[src/rtl/nlfc_pkg.sv]
package nlfc_pkg;

    localparam int unsigned STATE_W    = 48;
    localparam int unsigned SERIAL_W   = 32;
    localparam int unsigned KEY_W      = 48;
    localparam int unsigned INIT_STEPS = 32;
    localparam int unsigned IV_W       = INIT_STEPS;
    localparam int unsigned BYTE_W     = 8;
    localparam int unsigned KEY_LO_W   = STATE_W - SERIAL_W;
    localparam int unsigned CNT_W      = $clog2(INIT_STEPS);

    localparam int unsigned NUM_GRP    = 5;
    localparam int unsigned GRP_SZ     = 4;

    // feedback tap set of the linear register
    localparam logic [STATE_W-1:0] FB_MASK = 48'hCE00_44C1_01CD;

    // filter tables
    localparam logic [15:0] TBL_OUTER = 16'h2C79;
    localparam logic [15:0] TBL_INNER = 16'h6671;
    localparam logic [31:0] TBL_FINAL = 32'h7907287B;

    // bit taps of each filter group, element 0 is the index LSB
    localparam int unsigned GRP_BITS [NUM_GRP][GRP_SZ] = '{
        '{ 1,  2,  4,  5},
        '{ 7, 11, 13, 14},
        '{16, 20, 22, 25},
        '{27, 28, 30, 32},
        '{33, 42, 43, 45}
    };

    typedef enum logic [1:0] {
        PH_IDLE  = 2'd0,
        PH_MIX   = 2'd1,
        PH_READY = 2'd2,
        PH_BYTE  = 2'd3
    } phase_e;

endpackage

[src/rtl/nlfc_filter.sv]
module nlfc_filter
    import nlfc_pkg::*;
(
    input  logic [STATE_W-1:0] st_i,
    output logic               bit_o
);

    logic [NUM_GRP-1:0] sel;
    logic               unused_taps;

    assign unused_taps = ^st_i;

    for (genvar g = 0; g < NUM_GRP; g++) begin : g_grp
        logic [GRP_SZ-1:0] idx;

        for (genvar b = 0; b < GRP_SZ; b++) begin : g_tap
            assign idx[b] = st_i[GRP_BITS[g][b]];
        end

        if (g == 0 || g == NUM_GRP - 1) begin : g_outer
            assign sel[g] = TBL_OUTER[idx];
        end else begin : g_inner
            assign sel[g] = TBL_INNER[idx];
        end
    end

    assign bit_o = TBL_FINAL[sel];

endmodule

[src/rtl/nlfc_state.sv]
module nlfc_state
    import nlfc_pkg::*;
(
    input  logic               clk,
    input  logic               rst_n,
    input  logic               load_i,
    input  logic               shift_i,
    input  logic               mix_mode_i,
    input  logic               mix_bit_i,
    input  logic               filt_i,
    input  logic [STATE_W-1:0] load_val_i,
    output logic [STATE_W-1:0] shifted_o
);

    logic [STATE_W-1:0] state_q;
    logic               lin_fb;
    logic               top_bit;

    assign lin_fb    = ^(state_q & FB_MASK);
    assign top_bit   = mix_mode_i ? (filt_i ^ mix_bit_i) : lin_fb;
    assign shifted_o = {1'b0, state_q[STATE_W-1:1]};

    always_ff @(posedge clk or negedge rst_n) begin
        if (!rst_n) begin
            state_q <= '0;
        end else if (load_i) begin
            state_q <= load_val_i;
        end else if (shift_i) begin
            state_q <= {top_bit, state_q[STATE_W-1:1]};
        end
    end

    AST_LOAD_IMAGE: assert property (@(posedge clk) disable iff (!rst_n)
        load_i |=> state_q == $past(load_val_i));

    AST_SHIFT_RIGHT: assert property (@(posedge clk) disable iff (!rst_n)
        (shift_i && !load_i) |=> state_q[STATE_W-2:0] == $past(state_q[STATE_W-1:1]));

    AST_HOLD_IDLE: assert property (@(posedge clk) disable iff (!rst_n)
        (!shift_i && !load_i) |=> $stable(state_q));

endmodule

[src/rtl/nlfc_ctrl.sv]
module nlfc_ctrl
    import nlfc_pkg::*;
(
    input  logic clk,
    input  logic rst_n,
    input  logic start_i,
    input  logic step_i,
    input  logic byte_mode_i,
    output logic load_o,
    output logic shift_o,
    output logic mix_mode_o,
    output logic byte_step_o,
    output logic emit_bit_o,
    output logic emit_byte_o,
    output logic ready_o,
    output logic busy_o
);

    localparam logic [CNT_W-1:0] MIX_LAST  = CNT_W'(INIT_STEPS - 1);
    localparam logic [CNT_W-1:0] BYTE_LAST = CNT_W'(BYTE_W - 1);

    phase_e           phase_q;
    phase_e           phase_d;
    logic [CNT_W-1:0] cnt_q;

    // next-state decision
    always_comb begin
        phase_d = phase_q;
        unique case (phase_q)
            PH_IDLE: begin
                if (start_i) phase_d = PH_MIX;
            end
            PH_MIX: begin
                if (cnt_q == MIX_LAST) phase_d = PH_READY;
            end
            PH_READY: begin
                if (start_i)                    phase_d = PH_MIX;
                else if (step_i && byte_mode_i) phase_d = PH_BYTE;
            end
            PH_BYTE: begin
                if (start_i)                 phase_d = PH_MIX;
                else if (cnt_q == BYTE_LAST) phase_d = PH_READY;
            end
            default: phase_d = PH_IDLE;
        endcase
    end

    // state register
    always_ff @(posedge clk or negedge rst_n) begin
        if (!rst_n) phase_q <= PH_IDLE;
        else        phase_q <= phase_d;
    end

    // step counter shared by the mixing and byte phases
    always_ff @(posedge clk or negedge rst_n) begin
        if (!rst_n) begin
            cnt_q <= '0;
        end else if (load_o || (phase_q == PH_READY && phase_d == PH_BYTE)) begin
            cnt_q <= '0;
        end else if (phase_q == PH_MIX || phase_q == PH_BYTE) begin
            cnt_q <= cnt_q + 1'b1;
        end
    end

    // outputs decoded from the current state
    always_comb begin
        load_o      = 1'b0;
        shift_o     = 1'b0;
        mix_mode_o  = 1'b0;
        byte_step_o = 1'b0;
        emit_bit_o  = 1'b0;
        emit_byte_o = 1'b0;
        ready_o     = 1'b0;
        busy_o      = 1'b0;
        unique case (phase_q)
            PH_IDLE: begin
                load_o = start_i;
            end
            PH_MIX: begin
                busy_o     = 1'b1;
                mix_mode_o = 1'b1;
                shift_o    = 1'b1;
            end
            PH_READY: begin
                ready_o    = 1'b1;
                load_o     = start_i;
                emit_bit_o = !start_i && step_i && !byte_mode_i;
                shift_o    = emit_bit_o;
            end
            PH_BYTE: begin
                load_o      = start_i;
                byte_step_o = !start_i;
                shift_o     = !start_i;
                emit_byte_o = !start_i && (cnt_q == BYTE_LAST);
            end
            default: begin
                load_o = 1'b0;
            end
        endcase
    end

    AST_MIX_IGNORES_START: assert property (@(posedge clk) disable iff (!rst_n)
        (phase_q == PH_MIX && start_i && cnt_q != MIX_LAST)
            |=> (phase_q == PH_MIX && cnt_q == $past(cnt_q) + 1'b1));

    AST_MIX_END: assert property (@(posedge clk) disable iff (!rst_n)
        (phase_q == PH_MIX && cnt_q == MIX_LAST) |=> (ready_o && !busy_o));

    AST_MIX_ENTRY: assert property (@(posedge clk) disable iff (!rst_n)
        $rose(busy_o) |-> cnt_q == '0);

endmodule

[src/rtl/nlfc_keystream.sv]
module nlfc_keystream
    import nlfc_pkg::*;
(
    input  logic                clk,
    input  logic                rst_n,
    input  logic                start_i,
    input  logic [KEY_W-1:0]    key_i,
    input  logic [SERIAL_W-1:0] serial_i,
    input  logic [IV_W-1:0]     iv_i,
    input  logic                step_i,
    input  logic                byte_mode_i,
    output logic                ready_o,
    output logic                busy_o,
    output logic                ks_bit_o,
    output logic                bit_valid_o,
    output logic [BYTE_W-1:0]   ks_byte_o,
    output logic                byte_valid_o
);

    logic                  load;
    logic                  shift;
    logic                  mix_mode;
    logic                  byte_step;
    logic                  emit_bit;
    logic                  emit_byte;
    logic                  filt_bit;
    logic [STATE_W-1:0]    shifted;
    logic [INIT_STEPS-1:0] key_mix_q;
    logic [IV_W-1:0]       iv_mix_q;
    logic [BYTE_W-1:0]     byte_acc_q;
    logic                  mix_bit;

    nlfc_ctrl u_ctrl (
        .clk         (clk),
        .rst_n       (rst_n),
        .start_i     (start_i),
        .step_i      (step_i),
        .byte_mode_i (byte_mode_i),
        .load_o      (load),
        .shift_o     (shift),
        .mix_mode_o  (mix_mode),
        .byte_step_o (byte_step),
        .emit_bit_o  (emit_bit),
        .emit_byte_o (emit_byte),
        .ready_o     (ready_o),
        .busy_o      (busy_o)
    );

    nlfc_state u_state (
        .clk        (clk),
        .rst_n      (rst_n),
        .load_i     (load),
        .shift_i    (shift),
        .mix_mode_i (mix_mode),
        .mix_bit_i  (mix_bit),
        .filt_i     (filt_bit),
        .load_val_i ({key_i[KEY_LO_W-1:0], serial_i}),
        .shifted_o  (shifted)
    );

    nlfc_filter u_filter (
        .st_i  (shifted),
        .bit_o (filt_bit)
    );

    assign mix_bit = key_mix_q[0] ^ iv_mix_q[0];

    // mixing operands, consumed LSB first, one bit per mixing cycle
    always_ff @(posedge clk or negedge rst_n) begin
        if (!rst_n) begin
            key_mix_q <= '0;
            iv_mix_q  <= '0;
        end else if (load) begin
            key_mix_q <= key_i[KEY_LO_W +: INIT_STEPS];
            iv_mix_q  <= iv_i;
        end else if (shift && mix_mode) begin
            key_mix_q <= {1'b0, key_mix_q[INIT_STEPS-1:1]};
            iv_mix_q  <= {1'b0, iv_mix_q[IV_W-1:1]};
        end
    end

    // result registers
    always_ff @(posedge clk or negedge rst_n) begin
        if (!rst_n) begin
            ks_bit_o     <= 1'b0;
            bit_valid_o  <= 1'b0;
            byte_acc_q   <= '0;
            ks_byte_o    <= '0;
            byte_valid_o <= 1'b0;
        end else begin
            bit_valid_o  <= emit_bit;
            byte_valid_o <= emit_byte;
            if (emit_bit) ks_bit_o <= filt_bit;
            if (byte_step) byte_acc_q <= {byte_acc_q[BYTE_W-2:0], filt_bit};
            if (emit_byte) ks_byte_o <= {byte_acc_q[BYTE_W-2:0], filt_bit};
        end
    end

    AST_START_WINS: assert property (@(posedge clk) disable iff (!rst_n)
        (start_i && !busy_o) |=> (busy_o && !bit_valid_o && !byte_valid_o));

    AST_ONE_RESULT_KIND: assert property (@(posedge clk) disable iff (!rst_n)
        !(bit_valid_o && byte_valid_o));

    AST_BYTE_RETURNS_READY: assert property (@(posedge clk) disable iff (!rst_n)
        byte_valid_o |-> ready_o);

    AST_BIT_NEEDS_READY: assert property (@(posedge clk) disable iff (!rst_n)
        bit_valid_o |-> $past(ready_o));

    AST_NO_RESULT_IN_MIX: assert property (@(posedge clk) disable iff (!rst_n)
        busy_o |-> (!bit_valid_o && !byte_valid_o));

endmodule

[config.mk]
export PLATFORM = sky130hd
export DESIGN_NAME = nlfc_keystream
export DESIGN_NICKNAME = d
export VERILOG_FILES = /design/src/rtl/nlfc_pkg.sv /design/src/rtl/nlfc_filter.sv /design/src/rtl/nlfc_state.sv /design/src/rtl/nlfc_ctrl.sv /design/src/rtl/nlfc_keystream.sv
export SDC_FILE = /design/constraint.sdc
export NUM_CORES = 1
export LEC_CHECK = 0
export BUFFER_PORTS_ARGS = -buffer_cell sky130_fd_sc_hd__buf_2
export CORE_ASPECT_RATIO = 0.7
export CORE_MARGIN = 10
export CORE_UTILIZATION = 56
export CTS_BUF_LIST = sky130_fd_sc_hd__clkbuf_16
export DETAILED_ROUTE_END_ITERATION = 10
export GPL_TIMING_DRIVEN = 1
export HOLD_SLACK_MARGIN = 0.02
export PLACE_DENSITY = 0.81
export RECOVER_POWER = 100
export SYNTH_ARGS = -nofsm -noshare
export SYNTH_HDL_FRONTEND = slang
export SYNTH_SLANG_ARGS = --single-unit
[constraint.sdc]
create_clock -name clk -period 3.3 [get_ports clk]
set_input_delay 0.165 -clock clk [delete_from_list [all_inputs] [get_ports clk]]
set_output_delay 0.165 -clock clk [all_outputs]
set_load 0.005 [all_outputs]
==> run_results.csv <==
group,metric,value,unit
critical_path,worst-r2r-setup-slack,0.27,ns
finish,drive_above_1_share,23.1,%
drt,wl_met1,6990,um
critical_path,max_stage_delay,0.51,ns
drt,top_layer,"met4",
logic_synthesis,syn_avg_cell_area,10.5,um2
finish,final_area,8070,um2
critical_path,critPathKind,"register to register",
critical_path,crit_cells,10,
placement,io_buffers,129,
finish,syn2layout_area_growth,20.6,%
critical_path,critPathMaxFanout,5,
grt,antenna_found_initial,1,
power,p_comb_share,34.2,%
hold_path,hold_class,"input port to register",
critical_path,slowest_stage,"mux4_2",
finish,final_common_cell,"dfrtp_1",
clock_tree,clkSlewWorstSetupHoldPaths,0.06,ns
critical_path,cp_common_cell,"ha_1",
drt,route.detailed.drc,0,
status,status,"complete, but fails checks",
timing,maxSlewViolCount,130,
timing,tns,0,ns
clock_tree,cts_buffers,17,
timing,setup_ws,0.267,ns
timing,holdWs,0.0456,ns
power,pwr-share-clk,26.7,%
drt,dr_wl_met2,7110,um
drt,met3_length,1020,um
critical_path,required,3.59,ns
critical_path,crit_arrival,3.33,ns
floorplan,core,11700,um2
critical_path,critPathLaunch,"u_state.state_q[3]",
clock_tree,clk_path_buf_depth,2,
floorplan,num_rows,33,
clock_tree,postCtsSetupBuffers,0,
timing,fin_skew,0.00976,ns
clock_tree,cts_tree,"done",
timing,setup_viol,0,
grt,grt_max_degree,82,
critical_path,startpoint_type,"register",
power,ir_worst_vdd,440,uV
drt,wire_per_inst,16.5,um
job,cap_viol_max_count,2,
floorplan,ios,130,
logic_synthesis,synth_nets,772,
drt,vias,4983,
logic_synthesis,ys_ff_latch,137,
clock_tree,ctsResizeCount,0,
placement,dpl.hpwl,10500,um
placement,globalplace.congestion,0.773,
drt,drt_iter0_drc,235,
timing,timing.final.crit_share,91.9,%
logic_synthesis,dominantRegCellSynth,"dfrtp_1",
floorplan,start_util,57.2,%
finish,diodes,0,
power,swShare,34.2,%
timing,period_needed,3.03,ns
critical_path,crit_path_end_kind,"register",
power,p_sw,2520,uW
finish,fin_util,69.0,%
timing,maxSlewHeadroom,-31.9,%
power,p_int,4850,uW
drt,firstDrtPassIters,4,
status,violations,"max-capacitance violations, max-slew violations",
placement,place_area,7460,um2
power,power_frac_seq,39.1,%
logic_synthesis,synth_seq_area_share,51.3,%
grt,grt_util_all_layers,18.7,%
timing,rsz0062_at_grt,"false",
clock_tree,worst_skew_pair.late_latency,0.41,ns
hold_path,holdPathStages,3,
logic_synthesis,yosys_warnings,0,
clock_tree,cts_root_buffer,"clkbuf_16",
critical_path,crit_family,"multiplexers",
drt,vias_per_cell,5.37,
critical_path,r2r-end,"u_state.state_q[47]",
logic_synthesis,synthDistinctLibCells,37,
critical_path,path_buf_inv,1,
drt,routed_wl,15300,um
logic_synthesis,synth_enable_flop_cells,0,
critical_path,r2r_cells,10,
finish,fill_cells,893,
floorplan,fp.dieH,111,um
logic_synthesis,ys_async_sr_fraction,100,%
placement,pre_cts_ws,0.293,ns
drt,drtAntennaViolNets,0,
finish,fin_nets,892,
critical_path,endpoint,"u_state.state_q[47]",
grt,grt_pass1_vias,5316,
clock_tree,clkSinkCount,137,
floorplan,die_width,151,um
finish,layout_common_cells,"dfrtp_1, nand2_1, o21ai_0, buf_2, mux2i_1",
grt,grt_pass1_wl,26000,um
timing,worstMarginPinSlew,1.98,ns
floorplan,dieArea,16800,um2
logic_synthesis,netlist_instances,639,
clock_tree,h-tree-depth,4,
finish,seqCellArea,3430,um2
grt,grt_overflow,0,
critical_path,timing.rr.start,"u_state.state_q[3]",
finish,multi_input_area,3050,um2
timing,hold_viol_final,0,
critical_path,cp_cell_sequence,"inv_1 -> ha_1 -> mux4_2 -> ha_1 -> nand2b_1 -> mux2_2 -> a31oi_1 -> a211oi_1 -> or3_1 -> a31o_1",
logic_synthesis,syn_area,6690,um2
timing,fmax,330,MHz
power,power-per-cell-area,913,nW/um2
power,cellLeakagePower,0.00419,uW
==> how the worst min path moves through the flow <==
| stage | end | startpoint | slack [ns] |
|---|---|---|---|
| after CTS | iv_mix_q[12] | iv_i[12] | 0.03 |
| after global routing | u_state.state_q[9] | serial_i[9] | 0.04 |
| after global placement | byte_valid_o | rst_n | 0.24 |
| final | iv_mix_q[19] | iv_i[19] | 0.05 |
| after floorplan | bit_valid_o | rst_n | -0.13 |
| after detailed placement | ks_byte_o[3] | rst_n | 0.25 |
==> power groups by stage <==
stage          registers [uW]  clock network (uW)  logic, uW
5_1_grt                  2970                2080       2880
4_1_cts                  2880                2000       2550
6_report                 2880                1970       2520
3_3_place_gp             2830                   0       2340
3_5_place_dp             2890                   0       2510
2_1_floorplan            2720                   0       2000
==> final cells by class <==
type / count / area share (%)
Clock buffer: 17 / 5.27
Clock inverter: 14 / 2.26
Inverter: 15 / 0.714
Multi-Input combinational cell: 447 / 37.9
Sequential cell: 137 / 42.5
Tap cell: 157 / 2.44
Timing Repair Buffer: 141 / 8.95
==> flip-flops by register name (all words and copies together), names as in the netlist <==
register         cells
bit_valid_o          1
byte_acc_q           7
key_mix_q           32
u_ctrl.cnt_q         5
u_ctrl.phase_q       2
iv_mix_q            32
ks_byte_o            8
ks_bit_o             1
u_state.state_q     48
byte_valid_o         1
==> cell families after synthesis <==
group	after synthesis	share of synthesized area, %
AND/OR/NAND/NOR	155	9.32
adder cells (fa/ha/maj)	16	2.99
buffers and inverters	55	3.16
multiplexers	133	20.6
AO/OA/AOI/OAI	127	9.94
XOR/XNOR	16	2.71
flip-flops	137	51.3
==> through the flow <==
| stage | power [uW] | std cells |
|---|---|---|
| after detailed placement | 5400 | 893 |
| after global placement | 5170 | 893 |
| after CTS | 7430 | 928 |
| final | 7370 | 928 |
| after global routing | 7940 | 928 |
| after floorplan | 4720 | 639 |
==> worst min-delay path, delay by kind of cell <==
kind | cells | cell delay (ns)
AO/OA/AOI/OAI | 1 | 0.13
buffers and inverters | 1 | 0.07
multiplexers | 1 | 0.05
==> timing repair <==
action / in CTS / in global routing
hold buffers: 4 / 0
hold endpoints to repair: 82 / 0
setup endpoints to repair: 0 / 0
==> layer usage <==
| layer | up-vias | track usage [%] |
|---|---|---|
| li1 | 2437 | - |
| met1 | 2409 | 24.5 |
| met2 | 119 | 29.1 |
| met3 | 18 | 6.51 |
| met4 | 0 | 4.86 |
| met5 | - | 0 |
==> cells in the mapped netlist, types with 2 or more instances <==
master | n | area [um2]
xor2_1 | 3 | 26.3
dfrtp_1 | 137 | 3430
or3_1 | 2 | 12.5
clkbuf_1 | 29 | 109
buf_2 | 4 | 20.0
nand2_1 | 125 | 469
and3_1 | 2 | 12.5
ha_1 | 16 | 200
inv_1 | 15 | 56.3
o21ai_0 | 117 | 586
xnor3_1 | 3 | 67.6
mux4_2 | 2 | 45.0
nor2_1 | 14 | 52.6
nor4_1 | 2 | 12.5
xnor2_1 | 10 | 87.6
mux2_2 | 16 | 180
mux2i_1 | 115 | 1150
nand2b_1 | 2 | 12.5
buf_1 | 7 | 26.3
No activity file was read; power rests on OpenSTA's default activity.
